--- src/rtl/svs_pkg.sv ---
package svs_pkg;
    // Internal sequence kinds; the first six match the external request codes.
    typedef enum logic [3:0] {
        K_PUSH = 4'd0,
        K_PULL = 4'd1,
        K_CALL = 4'd2,
        K_RET  = 4'd3,
        K_BRK  = 4'd4,
        K_RTI  = 4'd5,
        K_IRQ  = 4'd6,
        K_NMI  = 4'd7,
        K_RST  = 4'd8
    } kind_e;

    localparam int ST_I = 2;   // interrupt disable bit
    localparam int ST_B = 4;   // break marker bit
    localparam int ST_U = 5;   // always-one bit in pushed status
    localparam int LAST_REQ_CODE = 5;
endpackage

--- src/rtl/svs_plan.sv ---
module svs_plan
    import svs_pkg::*;
#(
    parameter int AW = 16,
    parameter int DW = 8,
    parameter int SW = 3,
    parameter logic [AW-1:0] VEC_NMI = 16'hFFFA,
    parameter logic [AW-1:0] VEC_RST = 16'hFFFC,
    parameter logic [AW-1:0] VEC_IRQ = 16'hFFFE
) (
    input  kind_e          kind,
    input  logic [SW-1:0]  step,
    input  logic [AW-1:0]  pc,
    input  logic [DW-1:0]  st,
    input  logic [DW-1:0]  dat,
    output logic [SW-1:0]  n_wr,
    output logic [SW-1:0]  n_rd,
    output logic           vec_rd,
    output logic [AW-1:0]  vec_base,
    output logic [DW-1:0]  wr_byte
);
    logic [AW-1:0] ret_addr;
    logic [DW-1:0] push_st;
    logic          hw_int;

    always_comb begin
        hw_int   = (kind == K_IRQ) || (kind == K_NMI);
        ret_addr = hw_int ? pc : pc + AW'(2);
        push_st  = st;
        push_st[ST_U] = 1'b1;
        push_st[ST_B] = (kind == K_BRK);

        n_wr     = '0;
        n_rd     = '0;
        vec_rd   = 1'b0;
        vec_base = VEC_IRQ;
        unique case (kind)
            K_PUSH:                n_wr = SW'(1);
            K_PULL:                n_rd = SW'(1);
            K_CALL:                n_wr = SW'(2);
            K_RET:                 n_rd = SW'(2);
            K_RTI:                 n_rd = SW'(3);
            K_BRK, K_IRQ, K_NMI: begin
                n_wr   = SW'(3);
                n_rd   = SW'(2);
                vec_rd = 1'b1;
                vec_base = (kind == K_NMI) ? VEC_NMI : VEC_IRQ;
            end
            default: begin
                n_rd     = SW'(2);
                vec_rd   = 1'b1;
                vec_base = VEC_RST;
            end
        endcase

        if (kind == K_PUSH) begin
            wr_byte = dat;
        end else begin
            unique case (step)
                SW'(0):  wr_byte = ret_addr[AW-1 -: DW];
                SW'(1):  wr_byte = ret_addr[DW-1:0];
                default: wr_byte = push_st;
            endcase
        end
    end
endmodule

--- src/rtl/svs_result.sv ---
module svs_result
    import svs_pkg::*;
#(
    parameter int AW = 16,
    parameter int DW = 8,
    parameter logic [DW-1:0] RST_STATUS = 8'h24
) (
    input  kind_e          kind,
    input  logic [DW-1:0]  rb0,
    input  logic [DW-1:0]  rb1,
    input  logic [DW-1:0]  rb2,
    input  logic [AW-1:0]  tgt,
    input  logic [DW-1:0]  st_in,
    input  logic [AW-1:0]  pc_old,
    input  logic [DW-1:0]  st_old,
    input  logic [DW-1:0]  pull_old,
    output logic [AW-1:0]  pc_new,
    output logic [DW-1:0]  st_new,
    output logic [DW-1:0]  pull_new
);
    logic [DW-1:0] st_masked;

    always_comb begin
        st_masked       = st_in;
        st_masked[ST_I] = 1'b1;
        pc_new   = pc_old;
        st_new   = st_old;
        pull_new = pull_old;
        unique case (kind)
            K_PULL: pull_new = rb0;
            K_CALL: pc_new   = tgt;
            K_RET:  pc_new   = {rb1, rb0} + AW'(1);
            K_RTI: begin
                st_new = rb0;
                pc_new = {rb2, rb1};
            end
            K_BRK, K_IRQ, K_NMI: begin
                pc_new = {rb1, rb0};
                st_new = st_masked;
            end
            K_RST: begin
                pc_new = {rb1, rb0};
                st_new = RST_STATUS;
            end
            default: ;
        endcase
    end
endmodule

--- src/rtl/stk_vec_seq.sv ---
module stk_vec_seq
    import svs_pkg::*;
#(
    parameter int AW = 16,
    parameter int DW = 8,
    parameter logic [DW-1:0] STACK_PAGE = 8'h01,
    parameter logic [DW-1:0] RST_STATUS = 8'h24,
    parameter int MAX_WR = 3,
    parameter int MAX_RD = 3
) (
    input  logic          clk,
    input  logic          rst_n,
    input  logic          req_valid,
    input  logic [2:0]    req_op,
    input  logic [AW-1:0] req_pc,
    input  logic [AW-1:0] req_tgt,
    input  logic [DW-1:0] req_data,
    input  logic [DW-1:0] cur_status,
    input  logic          nmi_req,
    input  logic          irq_req,
    output logic [AW-1:0] mem_addr,
    output logic [DW-1:0] mem_wdata,
    output logic          mem_we,
    input  logic [DW-1:0] mem_rdata,
    output logic          busy,
    output logic          done,
    output logic [AW-1:0] new_pc,
    output logic [DW-1:0] new_status,
    output logic [DW-1:0] pull_data,
    output logic [DW-1:0] sp
);
    localparam int SW = $clog2(MAX_WR + MAX_RD + 2);

    typedef struct packed {
        logic          busy;
        kind_e         kind;
        logic [SW-1:0] step;
        logic [DW-1:0] sp;
        logic [AW-1:0] pc_in;
        logic [AW-1:0] tgt;
        logic [DW-1:0] st_in;
        logic [DW-1:0] dat_in;
        logic [DW-1:0] rb0;
        logic [DW-1:0] rb1;
        logic          done;
        logic [AW-1:0] pc_out;
        logic [DW-1:0] st_out;
        logic [DW-1:0] pull_out;
    } state_t;

    state_t q, d;

    logic [SW-1:0] n_wr, n_rd, total, rd_idx, cap_idx;
    logic          vec_rd, issue_wr, issue_rd, cap, last;
    logic [AW-1:0] vec_base, res_pc;
    logic [DW-1:0] wr_byte, rb0_e, rb1_e, res_st, res_pull;

    svs_plan #(.AW(AW), .DW(DW), .SW(SW)) plan_i (
        .kind(q.kind), .step(q.step), .pc(q.pc_in), .st(q.st_in), .dat(q.dat_in),
        .n_wr(n_wr), .n_rd(n_rd), .vec_rd(vec_rd), .vec_base(vec_base),
        .wr_byte(wr_byte)
    );

    svs_result #(.AW(AW), .DW(DW), .RST_STATUS(RST_STATUS)) res_i (
        .kind(q.kind), .rb0(rb0_e), .rb1(rb1_e), .rb2(mem_rdata),
        .tgt(q.tgt), .st_in(q.st_in), .pc_old(q.pc_out), .st_old(q.st_out),
        .pull_old(q.pull_out), .pc_new(res_pc), .st_new(res_st),
        .pull_new(res_pull)
    );

    always_comb begin
        total    = n_wr + n_rd + SW'(n_rd != '0);
        rd_idx   = q.step - n_wr;
        cap_idx  = q.step - n_wr - SW'(1);
        issue_wr = q.busy && (q.step < n_wr);
        issue_rd = q.busy && (q.step >= n_wr) && (q.step < n_wr + n_rd);
        cap      = q.busy && (q.step > n_wr) && (q.step <= n_wr + n_rd);
        last     = q.busy && (q.step == total - SW'(1));
        rb0_e    = (cap && cap_idx == SW'(0)) ? mem_rdata : q.rb0;
        rb1_e    = (cap && cap_idx == SW'(1)) ? mem_rdata : q.rb1;

        mem_we    = issue_wr;
        mem_wdata = issue_wr ? wr_byte : '0;
        mem_addr  = '0;
        if (issue_wr)
            mem_addr = {STACK_PAGE, q.sp};
        else if (issue_rd)
            mem_addr = vec_rd ? vec_base + AW'(rd_idx) : {STACK_PAGE, q.sp + DW'(1)};

        d      = q;
        d.done = 1'b0;
        d.rb0  = rb0_e;
        d.rb1  = rb1_e;
        if (issue_wr)
            d.sp = q.sp - DW'(1);
        else if (issue_rd && !vec_rd)
            d.sp = q.sp + DW'(1);

        if (q.busy) begin
            if (last) begin
                d.busy     = 1'b0;
                d.done     = 1'b1;
                d.step     = '0;
                d.pc_out   = res_pc;
                d.st_out   = res_st;
                d.pull_out = res_pull;
            end else begin
                d.step = q.step + SW'(1);
            end
        end else begin
            d.pc_in  = req_pc;
            d.tgt    = req_tgt;
            d.st_in  = cur_status;
            d.dat_in = req_data;
            d.step   = '0;
            if (nmi_req) begin
                d.busy = 1'b1;
                d.kind = K_NMI;
            end else if (irq_req && !cur_status[ST_I]) begin
                d.busy = 1'b1;
                d.kind = K_IRQ;
            end else if (req_valid && int'(req_op) <= LAST_REQ_CODE) begin
                d.busy = 1'b1;
                d.kind = kind_e'({1'b0, req_op});
            end
        end
    end

    always_ff @(posedge clk) begin
        if (!rst_n) begin
            q          <= '0;
            q.busy     <= 1'b1;
            q.kind     <= K_RST;
            q.sp       <= '1;
        end else begin
            q <= d;
        end
    end

    assign busy       = q.busy;
    assign done       = q.done;
    assign new_pc     = q.pc_out;
    assign new_status = q.st_out;
    assign pull_data  = q.pull_out;
    assign sp         = q.sp;


    stack_page_wr_chk: assert property (@(posedge clk) disable iff (!rst_n)
        mem_we |-> (mem_addr[AW-1 -: DW] == STACK_PAGE && busy));


    push_dec_chk: assert property (@(posedge clk) disable iff (!rst_n)
        mem_we |=> (sp == $past(sp) - DW'(1)));


    done_pulse_chk: assert property (@(posedge clk) disable iff (!rst_n)
        done |=> !done);


    done_idle_chk: assert property (@(posedge clk) disable iff (!rst_n)
        done |-> !busy);


    sp_idle_chk: assert property (@(posedge clk) disable iff (!rst_n)
        !busy |=> (sp == $past(sp)));
endmodule

--- config.mk ---
export PLATFORM = sky130hd
export DESIGN_NAME = stk_vec_seq
export DESIGN_NICKNAME = d
export VERILOG_FILES = /design/src/rtl/svs_pkg.sv /design/src/rtl/svs_plan.sv /design/src/rtl/svs_result.sv /design/src/rtl/stk_vec_seq.sv
export SDC_FILE = /design/constraint.sdc
export NUM_CORES = 1
export LEC_CHECK = 0
export ABC_AREA = 0
export BUFFER_PORTS_ARGS = -buffer_cell sky130_fd_sc_hd__buf_2
export CORE_AREA = 5 5 109 136
export DETAILED_ROUTE_END_ITERATION = 8
export DIE_AREA = 0 0 114 141
export PLACE_DENSITY = 0.79
export SLEW_MARGIN = 5
export SYNTH_ARGS = -nofsm -noshare
export SYNTH_HDL_FRONTEND = slang
export SYNTH_SLANG_ARGS = --single-unit
--- constraint.sdc ---
create_clock -name clk -period 4.9 [get_ports clk]
set_clock_uncertainty 0.1 [all_clocks]
set_input_delay 0.49 -clock clk [delete_from_list [all_inputs] [get_ports clk]]
set_output_delay 0.49 -clock clk [all_outputs]
set_load 0.03 [all_outputs]
==> impl_metrics.env, run 1 <==
export IMPL_setup_viol=0
export IMPL_antenna_found_initial=0
export IMPL_io_buffers=130
export IMPL_yosysTopAreaCell="dfxtp_1"
export IMPL_synth_top_cell_area_share=0.339
export IMPL_syn_inst=816
export IMPL_cap_violations=0
export IMPL_n_antenna_cell=0
export IMPL_crit_top_cell="nand2_1"
export IMPL_syn_area_um2=6680
export IMPL_wl_um=18300
export IMPL_dp_hpwl_um=13100
export IMPL_drt_first_pass_iters=5
export IMPL_drc=0
export IMPL_grt_usage=0.225
export IMPL_fin_crit_sh=0.930
export IMPL_critical_path_max_fanout=15
export IMPL_antenna_left=0
export IMPL_cts_resized=0
export IMPL_drive_gt1_frac=0.212
export IMPL_vdd_drop_max_uv=972
export IMPL_seq_area_um2=2270
export IMPL_cts_max_path_buffers=2
export IMPL_hp_class="input port to flip-flop"
export IMPL_cp_depth=14
export IMPL_slew_violations=0
export IMPL_fin_crit_ns=4.56
export IMPL_wl_per_cell_um=17.1
export IMPL_cp_required_ns=4.31
export IMPL_netlist_top_cells_area="dfxtp_1 (34%), mux2i_1 (10%), nor2_1 (6.7%)"
export IMPL_dieArea_um2=16100
export IMPL_yosysSeqAreaShare=0.339
export IMPL_leakage_uw=0.00359
export IMPL_path_cells="nor2_1 -> nand2_1 -> nand2_1 -> ha_1 -> fa_1 -> inv_1 -> ha_1 -> a21oi_1 -> nand2_1 -> or4_1 -> nor2_4 -> a21oi_1 -> o21ai_0 -> buf_2"
export IMPL_grt_ovfl_total=0
export IMPL_critPathTopFamily="simple AND/OR/NAND/NOR gates"
export IMPL_synth_top_cells_by_count="nor2_1 (119), dfxtp_1 (113), nand2_1 (69)"
export IMPL_multi_input_area_um2=3790
export IMPL_ys_ff_latch=113
export IMPL_fill_cells=1269
export IMPL_core_area_um2=13500
export IMPL_syn_nets=899
export IMPL_clkLatencyLatePin_ns=0.42
export IMPL_htree_levels=4
export IMPL_rr_worst_depth=18
export IMPL_die_w_um=114
export IMPL_synth_edff_count=0
export IMPL_fin_util=0.569
export IMPL_synth_distinct_cells=65
export IMPL_relSlewSlack=0.350
export IMPL_cp_arrival_ns=3.97
export IMPL_grt_pass1_wl_um=29000
export IMPL_first_iter_violations=591
export IMPL_async_flop_share=0
export IMPL_r2r_start="q[109]"
export IMPL_clkSlewWorstSetupHoldPaths_ns=0.06
export IMPL_cts_tree="done"
export IMPL_syn_to_final_growth_pct=15.1
export IMPL_avgSynthCellArea_um2=8.18
export IMPL_finalNonFillerCells=1068
export IMPL_grt_pass1_vias=5700
export IMPL_p_int_uw=2810
export IMPL_viasPerCell=5.68
export IMPL_cts_hold_fix_buffers=0
export IMPL_seqPwrFrac=0.252
export IMPL_startpoint="q[109]"
export IMPL_cp_slowest_stage_delay_ns=0.71
export IMPL_gp_congestion=0.934
export IMPL_end_kind="primary output"
export IMPL_path_buf_inv=2
export IMPL_std_cell_rows=48
export IMPL_grt_max_degree=56
export IMPL_combPwrFrac=0.512
export IMPL_dieHeight_um=141
export IMPL_via_count=6070
export IMPL_critPathCapture="mem_addr[5]"
export IMPL_clock_sinks=113
export IMPL_critPathKind="flip-flop to primary output"
export IMPL_yosysWarningCount=0
export IMPL_crit_path_start_kind="flip-flop"
export IMPL_r2r_end="new_pc[8]"
export IMPL_hp_start="req_pc[4]"
export IMPL_p_clk_frac=0.235
export IMPL_initial_core_util=0.494
export IMPL_reg2reg_slack_ns=0.37
export IMPL_clockRootBuffer="clkbuf_16"
export IMPL_powerDensity_nw_per_um2=675
export IMPL_dp_cells=1039
export IMPL_slowest_stage="or4_1"
export IMPL_yosysMostFrequentCell="nor2_1"
export IMPL_io_pins=131
export IMPL_worstMarginPinSlew_ns=0.973
export IMPL_max_freq_ghz=0.220
export IMPL_power_net_switching_uw=2380
export IMPL_synth_main_ff_cell="dfxtp_1"
export IMPL_hold_viol_final=0
export IMPL_cts_setup_buffers=0
export IMPL_p_sw_frac=0.459
export IMPL_outcome="finished clean"
export IMPL_final_nets=966
export IMPL_cts_buffers=17
[logic make-up after synthesis]
| kind of cell | Yosys count | synth area share |
|---|---|---|
| AND/OR/NAND/NOR | 297 | 0.205 |
| AO/OA/AOI/OAI | 157 | 0.151 |
| buffers and inverters | 117 | 0.0952 |
| flip-flops | 113 | 0.339 |
| multiplexers | 78 | 0.122 |
| XOR/XNOR | 35 | 0.0482 |
| adder cells (fa/ha/maj) | 19 | 0.0390 |
[cell type report]
class,count,area share
clock buffer,22,0.0604
sequential,113,0.295
clock inverter,7,0.0143
tap,175,0.0285
inverter,22,0.0107
multi-input combinational,586,0.494
timing repair buffer,143,0.0974
[cell usage in the layout (no fill, tap or decap), types with 16 or more instances in the layout]
cell type  count
clkbuf_16     17
xnor2_1       21
nand2_1       69
nand3_1       29
o21ai_0       40
ha_1          16
buf_2        130
a21oi_1       34
mux2i_1       67
dfxtp_1      110
inv_1         20
o211ai_1      16
nor2_1       118
[worst register-to-register path, delay by kind of cell, from the launching register on]
kind,cells,cell delay (ns)
xor gates and xnor gates,1,0.14
muxes,2,0.63
DFF,1,0.59
buffers and inverters,2,0.20
adders and majority gates,4,1.18
and+or+nand+nor,6,1.22
AOI/OAI and AO/OA,3,0.36
[state kept, by name, summed over array words and instances, names as in the netlist]
name,cells
done,1
sp,8
pull_data,8
new_pc,16
q,71
new_status,8
busy,1
[metal layers]
metal  wire length, um  global-route usage  vias up
met5                 0                   0        -
met1              7770               0.292     2766
li1                  -                   -     2977
met3              1510              0.0614       55
met4               650               0.105        0
met2              8360               0.345      272
[worst min path at each step]
stage / endpoint / slack (ns) / cells after the start
2_1_floorplan: new_pc[1] / 0.34 / 2
3_3_place_gp: new_pc[1] / 0.35 / 2
3_5_place_dp: new_pc[1] / 0.35 / 2
4_1_cts: q[94] / 0.19 / 3
5_1_grt: q[63] / 0.20 / 3
6_report: q[85] / 0.20 / 3
[stage by stage]
step	cell area [um^2]	power [uW]	hold WS, ns	worst slack, ns	setup TNS, ns
finish	7680	5190	0.203	0.345	0
global route	7680	5500	0.201	-0.0213	-0.0213
CTS	7670	5180	0.190	0.144	0
detailed placement	7100	3940	0.353	0.337	0
global placement	7100	3920	0.352	0.559	0
floorplan	6680	3400	0.337	0.00649	0
[power by group through the flow]
| stage | logic (uW) | registers (uW) | clock network (uW) |
|---|---|---|---|
| finish | 2660 | 1310 | 1220 |
| global route | 2890 | 1330 | 1280 |
| CTS | 2640 | 1300 | 1240 |
| detailed placement | 2630 | 1320 | 0 |
| global placement | 2610 | 1310 | 0 |
| floorplan | 2160 | 1240 | 0 |
No activity file was read; power rests on OpenSTA's default activity.
==> run 2, diff against run 1 <==
--- a/config.mk
+++ b/config.mk
@@ -7,10 +7,10 @@
 export LEC_CHECK = 0
 export ABC_AREA = 0
 export BUFFER_PORTS_ARGS = -buffer_cell sky130_fd_sc_hd__buf_2
-export CORE_AREA = 5 5 109 136
+export CORE_AREA = 5 5 153 191
 export DETAILED_ROUTE_END_ITERATION = 8
-export DIE_AREA = 0 0 114 141
-export PLACE_DENSITY = 0.79
+export DIE_AREA = 0 0 158 196
+export PLACE_DENSITY = 0.46
 export SLEW_MARGIN = 5
 export SYNTH_ARGS = -nofsm -noshare
 export SYNTH_HDL_FRONTEND = slang
==> run 2 against run 1 <==
Against the previous run: clock-buffer cell count unchanged; first-iteration DRC count decreased by 44%; clock power decreased by 5%; critical path depth unchanged; highest routed layer unchanged; non-clock buffer count increased by 10; global-route usage decreased by 8.1 points.
==> impl_metrics.env, run 2 (synthesis results as in run 1) <==
export IMPL_outcome="finished clean"
export IMPL_htree_levels=4
export IMPL_cts_max_path_buffers=2
export IMPL_clock_sinks=113
export IMPL_leakage_uw=0.00361
export IMPL_gp_congestion=0.842
export IMPL_io_pins=131
export IMPL_grt_max_degree=52
export IMPL_cts_buffers=17
export IMPL_cp_required_ns=4.31
export IMPL_hp_class="input port to flip-flop"
export IMPL_slew_violations=0
export IMPL_cts_tree="done"
export IMPL_fin_crit_sh=0.926
export IMPL_top_register="q"
export IMPL_dp_hpwl_um=16700
export IMPL_cp_arrival_ns=3.95
export IMPL_wl_per_cell_um=17.7
export IMPL_critical_path_max_fanout=9
export IMPL_final_cell_mix="buf_2 (130), nor2_1 (118), dfxtp_1 (112)"
export IMPL_clkSlewWorstSetupHoldPaths_ns=0.06
export IMPL_drt_first_pass_iters=7
export IMPL_holdWs_ns=0.197
export IMPL_via_count=5997
export IMPL_hold_viol_final=0
export IMPL_postPlaceCellArea_um2=7390
export IMPL_core_area_um2=27300
export IMPL_final_cell_area_um2=7940
export IMPL_largest_reg_flops=71
export IMPL_r2r_start="q[109]"
export IMPL_hp_start="req_pc[5]"
export IMPL_startpoint="q[109]"
export IMPL_final_common_cell="buf_2"
export IMPL_std_cell_rows=68
export IMPL_io_buffers=130
export IMPL_die_w_um=158
export IMPL_dieHeight_um=196
export IMPL_first_iter_violations=333
export IMPL_initial_core_util=0.244
export IMPL_rsz0062_at_grt="no"
export IMPL_relSlewSlack=0.379
export IMPL_grt_ovfl_total=0
export IMPL_setup_tns_final_ns=0
export IMPL_grt_usage=0.143
export IMPL_drc=0
export IMPL_dp_cells=1224
export IMPL_clockRootBuffer="clkbuf_16"
export IMPL_drive_gt1_frac=0.220
export IMPL_grt_pass1_wl_um=34600
export IMPL_clkLatencyLatePin_ns=0.42
export IMPL_syn_to_final_growth_pct=19.0
export IMPL_cts_resized=0
export IMPL_antenna_left=0
export IMPL_worstMarginPinSlew_ns=0.926
export IMPL_p_total_uw=5260
export IMPL_vdd_drop_max_uv=271
export IMPL_powerDensity_nw_per_um2=662
export IMPL_final_nets=976
export IMPL_cap_violations=0
export IMPL_grt_pass1_vias=5898
export IMPL_crit_path_start_kind="flip-flop"
export IMPL_antenna_found_initial=0
export IMPL_setup_viol=0
export IMPL_critPathKind="flip-flop to primary output"
export IMPL_viasPerCell=4.77
export IMPL_dieArea_um2=31000
export IMPL_cts_hold_fix_buffers=0
export IMPL_cts_setup_buffers=0
export IMPL_max_freq_ghz=0.220
export IMPL_end_kind="primary output"
export IMPL_wl_um=22200
export IMPL_fin_crit_ns=4.54
export IMPL_n_antenna_cell=0
export IMPL_finalNonFillerCells=1256
## run 2: cell count changes in the layout (fill, tap and decap cells not counted), moves of 2 or more
| cell | delta |
|---|---|
| clkinvlp_4 | +5 |
| dfxtp_1 | +2 |
| buf_4 | +10 |
| dfxtp_2 | -2 |
| bufinv_16 | -2 |
## run 2: power breakdown
part           switching, uW  total, uW  internal [uW]
Sequential               190       1300           1110
Clock                    451       1160            705
Combinational           1870       2810            932
## run 2: path summary, 6_finish.rpt
path                 end  slack, ns  depth (start not counted)
min reg2reg    new_pc[1]       0.35                          2
max          mem_addr[6]       0.36                         14
min                q[86]       0.20                          3
max reg2reg    new_pc[8]       0.47                         18
## run 2: metrics by stage
stage,setup slack (ns),util
detailed placement,0.541,0.271
CTS,0.0634,0.290
floorplan,0.00649,-
finish,0.364,0.291
global route,0.170,0.291
global placement,0.617,0.271
## run 2: cell type report
cell class | count | area (um^2)
Clock buffer | 22 | 454
Clock inverter | 10 | 87.6
Fill cell | 2984 | 19400
Inverter | 22 | 82.6
Multi-Input combinational cell | 586 | 3790
Sequential cell | 113 | 2260
Tap cell | 350 | 438
Timing Repair Buffer | 153 | 823
## run 2: worst max-delay path, stage by stage (launching register included)
cell,delay [ns]
dfxtp_1,0.39
nand2b_1,0.27
nand2_1,0.14
nand2_1,0.10
ha_1,0.22
fa_1,0.40
inv_1,0.08
ha_1,0.25
a21oi_1,0.19
nand2_1,0.11
or3_1,0.40
nand2b_1,0.25
or3_1,0.42
nand3_1,0.09
buf_2,0.20
## run 2: metal layers
layer | routed length (um) | track usage
met1 | 10100 | 0.187
met2 | 10600 | 0.232
met3 | 1220 | 0.0364
met4 | 324 | 0.0439
met5 | 0 | 0
==> run 3, diff against run 2 <==
--- a/config.mk
+++ b/config.mk
@@ -8,6 +8,7 @@
 export ABC_AREA = 0
 export BUFFER_PORTS_ARGS = -buffer_cell sky130_fd_sc_hd__buf_2
 export CORE_AREA = 5 5 153 191
+export CTS_BUF_LIST = sky130_fd_sc_hd__clkbuf_4
 export DETAILED_ROUTE_END_ITERATION = 8
 export DIE_AREA = 0 0 158 196
 export PLACE_DENSITY = 0.46
==> run 3 against run 2 <==
Against the previous run: via count down 0.47%; cell area fell by 3.6%; hold slack got worse by 0.15 ns; utilization decreased by 1.1 points; power down 9.6%; register-to-register slack better by 0.03 ns; global-route usage fell by 0.068 points; clock-buffer cell count is 1 lower; setup slack worse by 0.12 ns; sequential power about the same; critical path type unchanged; largest cell class unchanged.
==> impl_metrics.env, run 3 (synthesis results as in run 1) <==
export IMPL_seq_area_um2=2260
export IMPL_slowest_stage="or3_1"
export IMPL_top_register="q"
export IMPL_via_count=5969
export IMPL_std_cell_rows=68
export IMPL_clkLatencyLatePin_ns=0.57
export IMPL_dieArea_um2=31000
export IMPL_final_nets=976
export IMPL_cts_tree="done"
export IMPL_dp_hpwl_um=16700
export IMPL_wl_per_cell_um=17.7
export IMPL_clockRootBuffer="clkbuf_4"
export IMPL_outcome="finished clean"
export IMPL_syn_to_final_growth_pct=14.7
export IMPL_finalNonFillerCells=1257
export IMPL_cp_required_ns=4.31
export IMPL_die_w_um=158
export IMPL_powerDensity_nw_per_um2=621
export IMPL_grt_usage=0.143
export IMPL_drive_gt1_frac=0.224
export IMPL_cts_buffers=17
export IMPL_fin_ws_ns=0.240
export IMPL_fill_cells=3017
export IMPL_wl_um=22200
export IMPL_antenna_found_initial=1
export IMPL_multi_input_area_um2=3790
export IMPL_busiest_layer="met2"
export IMPL_vdd_drop_max_uv=262
export IMPL_clock_sinks=113
export IMPL_max_freq_ghz=0.215
export IMPL_critPathKind="flip-flop to primary output"
export IMPL_initial_core_util=0.244
export IMPL_cts_max_path_buffers=2
export IMPL_final_cell_mix="buf_2 (130), nor2_1 (118), dfxtp_1 (111)"
export IMPL_clkSlewWorstSetupHoldPaths_ns=0.12
export IMPL_io_buffers=130
export IMPL_critical_path_max_fanout=9
export IMPL_crit_path_start_kind="flip-flop"
export IMPL_grt_ovfl_total=0
export IMPL_hold_viol_final=0
export IMPL_relSlewSlack=0.382
export IMPL_core_area_um2=27300
export IMPL_leakage_uw=0.00349
export IMPL_cp_slowest_stage_delay_ns=0.42
export IMPL_cap_violations=0
export IMPL_final_common_cell="buf_2"
export IMPL_grt_pass1_vias=5880
export IMPL_critPathTopFamily="simple AND/OR/NAND/NOR gates"
export IMPL_dp_cells=1224
export IMPL_end_kind="primary output"
export IMPL_fin_crit_ns=4.66
export IMPL_grt_max_degree=52
export IMPL_worstMarginPinSlew_ns=0.922
export IMPL_crit_top_cell="nand2_1"
export IMPL_setup_viol=0
export IMPL_gr_usage_met2=0.231
export IMPL_gp_congestion=0.842
export IMPL_path_cells="nand2b_1 -> nand2_1 -> nand2_1 -> ha_1 -> fa_1 -> inv_1 -> ha_1 -> a21oi_1 -> nand2_1 -> or3_1 -> nand2b_1 -> or3_1 -> nand3_1 -> buf_2"
export IMPL_grt_pass1_wl_um=34400
export IMPL_drt_first_pass_iters=5
export IMPL_setup_tns_final_ns=0
export IMPL_dieHeight_um=196
export IMPL_viasPerCell=4.75
export IMPL_path_buf_inv=2
export IMPL_fin_crit_sh=0.951
export IMPL_gr_usage_met3=0.0373
export IMPL_met1_usage=0.186
export IMPL_largest_reg_flops=71
export IMPL_cp_arrival_ns=4.07
export IMPL_htree_levels=4
export IMPL_cts_hold_fix_buffers=0
export IMPL_io_pins=131
export IMPL_hp_class="input port to flip-flop"
export IMPL_antenna_left=0
export IMPL_rsz0062_at_grt="no"
export IMPL_fin_util=0.280
export IMPL_slew_violations=0
export IMPL_pre_cts_slack_ns=0.541
export IMPL_first_iter_violations=321
export IMPL_drc=0
export IMPL_p_total_uw=4750
run 3: changes by cell type in the layout (fill, tap and decap cells not counted):
cell,delta
clkinv_1,+1
dfxtp_2,+1
clkbuf_16,-17
diode_2,+1
clkbuf_1,-4
dfxtp_1,-1
clkbuf_8,-1
clkbuf_4,+21
run 3: layout make-up:
type | count | area share
antenna | 1 | 0.000327
tap | 350 | 0.0572
clock inverter | 11 | 0.0119
sequential | 113 | 0.296
clock buffer | 21 | 0.0206
timing repair buffer | 153 | 0.108
inverter | 22 | 0.0108
multi-input combinational | 586 | 0.496
run 3: repair_timing:
action	in CTS	in global routing
buffers inserted	0	0
endpoints found under the hold margin	0	0
gates resized for setup	2	2
setup endpoints to repair	2	13
run 3: power by group:
group          total (uW)  leakage [uW]  switching [uW]  internal [uW]
combinational        2800       0.00244            1870            932
sequential           1300      0.000918             191           1110
clock                 654      0.000129             387            267
total                4750       0.00349            2450           2300
run 3: per-layer routing:
layer | vias to the layer above | share of wire
met1 | 2805 | 0.45
li1 | 2991 | -
met2 | 148 | 0.48
met3 | 25 | 0.057
met4 | 0 | 0.016
met5 | - | 0
run 3: worst register-to-register path: stages, from the launching register on:
cell	delay [ns]
dfxtp_2	0.38
nand2b_1	0.25
nand2_1	0.14
nand2_1	0.10
ha_1	0.22
fa_1	0.40
inv_1	0.08
ha_1	0.25
a21oi_1	0.19
a32oi_1	0.10
or3_1	0.49
mux2i_1	0.23
inv_1	0.09
ha_1	0.31
and3_1	0.20
mux2_2	0.34
xnor2_1	0.16
a21oi_1	0.08
nor4_1	0.17
run 3: final timing paths:
check                    from           to  slack (ns)  depth (start not counted)
setup / recovery       q[109]  mem_addr[6]        0.24                         14
hold / removal    req_data[4]        q[53]        0.05                          3
setup reg to reg       q[109]    new_pc[8]        0.50                         18
hold reg to reg     new_pc[1]    new_pc[1]        0.36                          2
run 3: stage by stage:
step | cell area (um^2) | hold slack (ns)
2_1_floorplan | 6680 | 0.337
3_3_place_gp | 7390 | 0.349
3_5_place_dp | 7390 | 0.347
4_1_cts | 7650 | 0.00443
5_1_grt | 7650 | 0.0136
6_report | 7650 | 0.0453
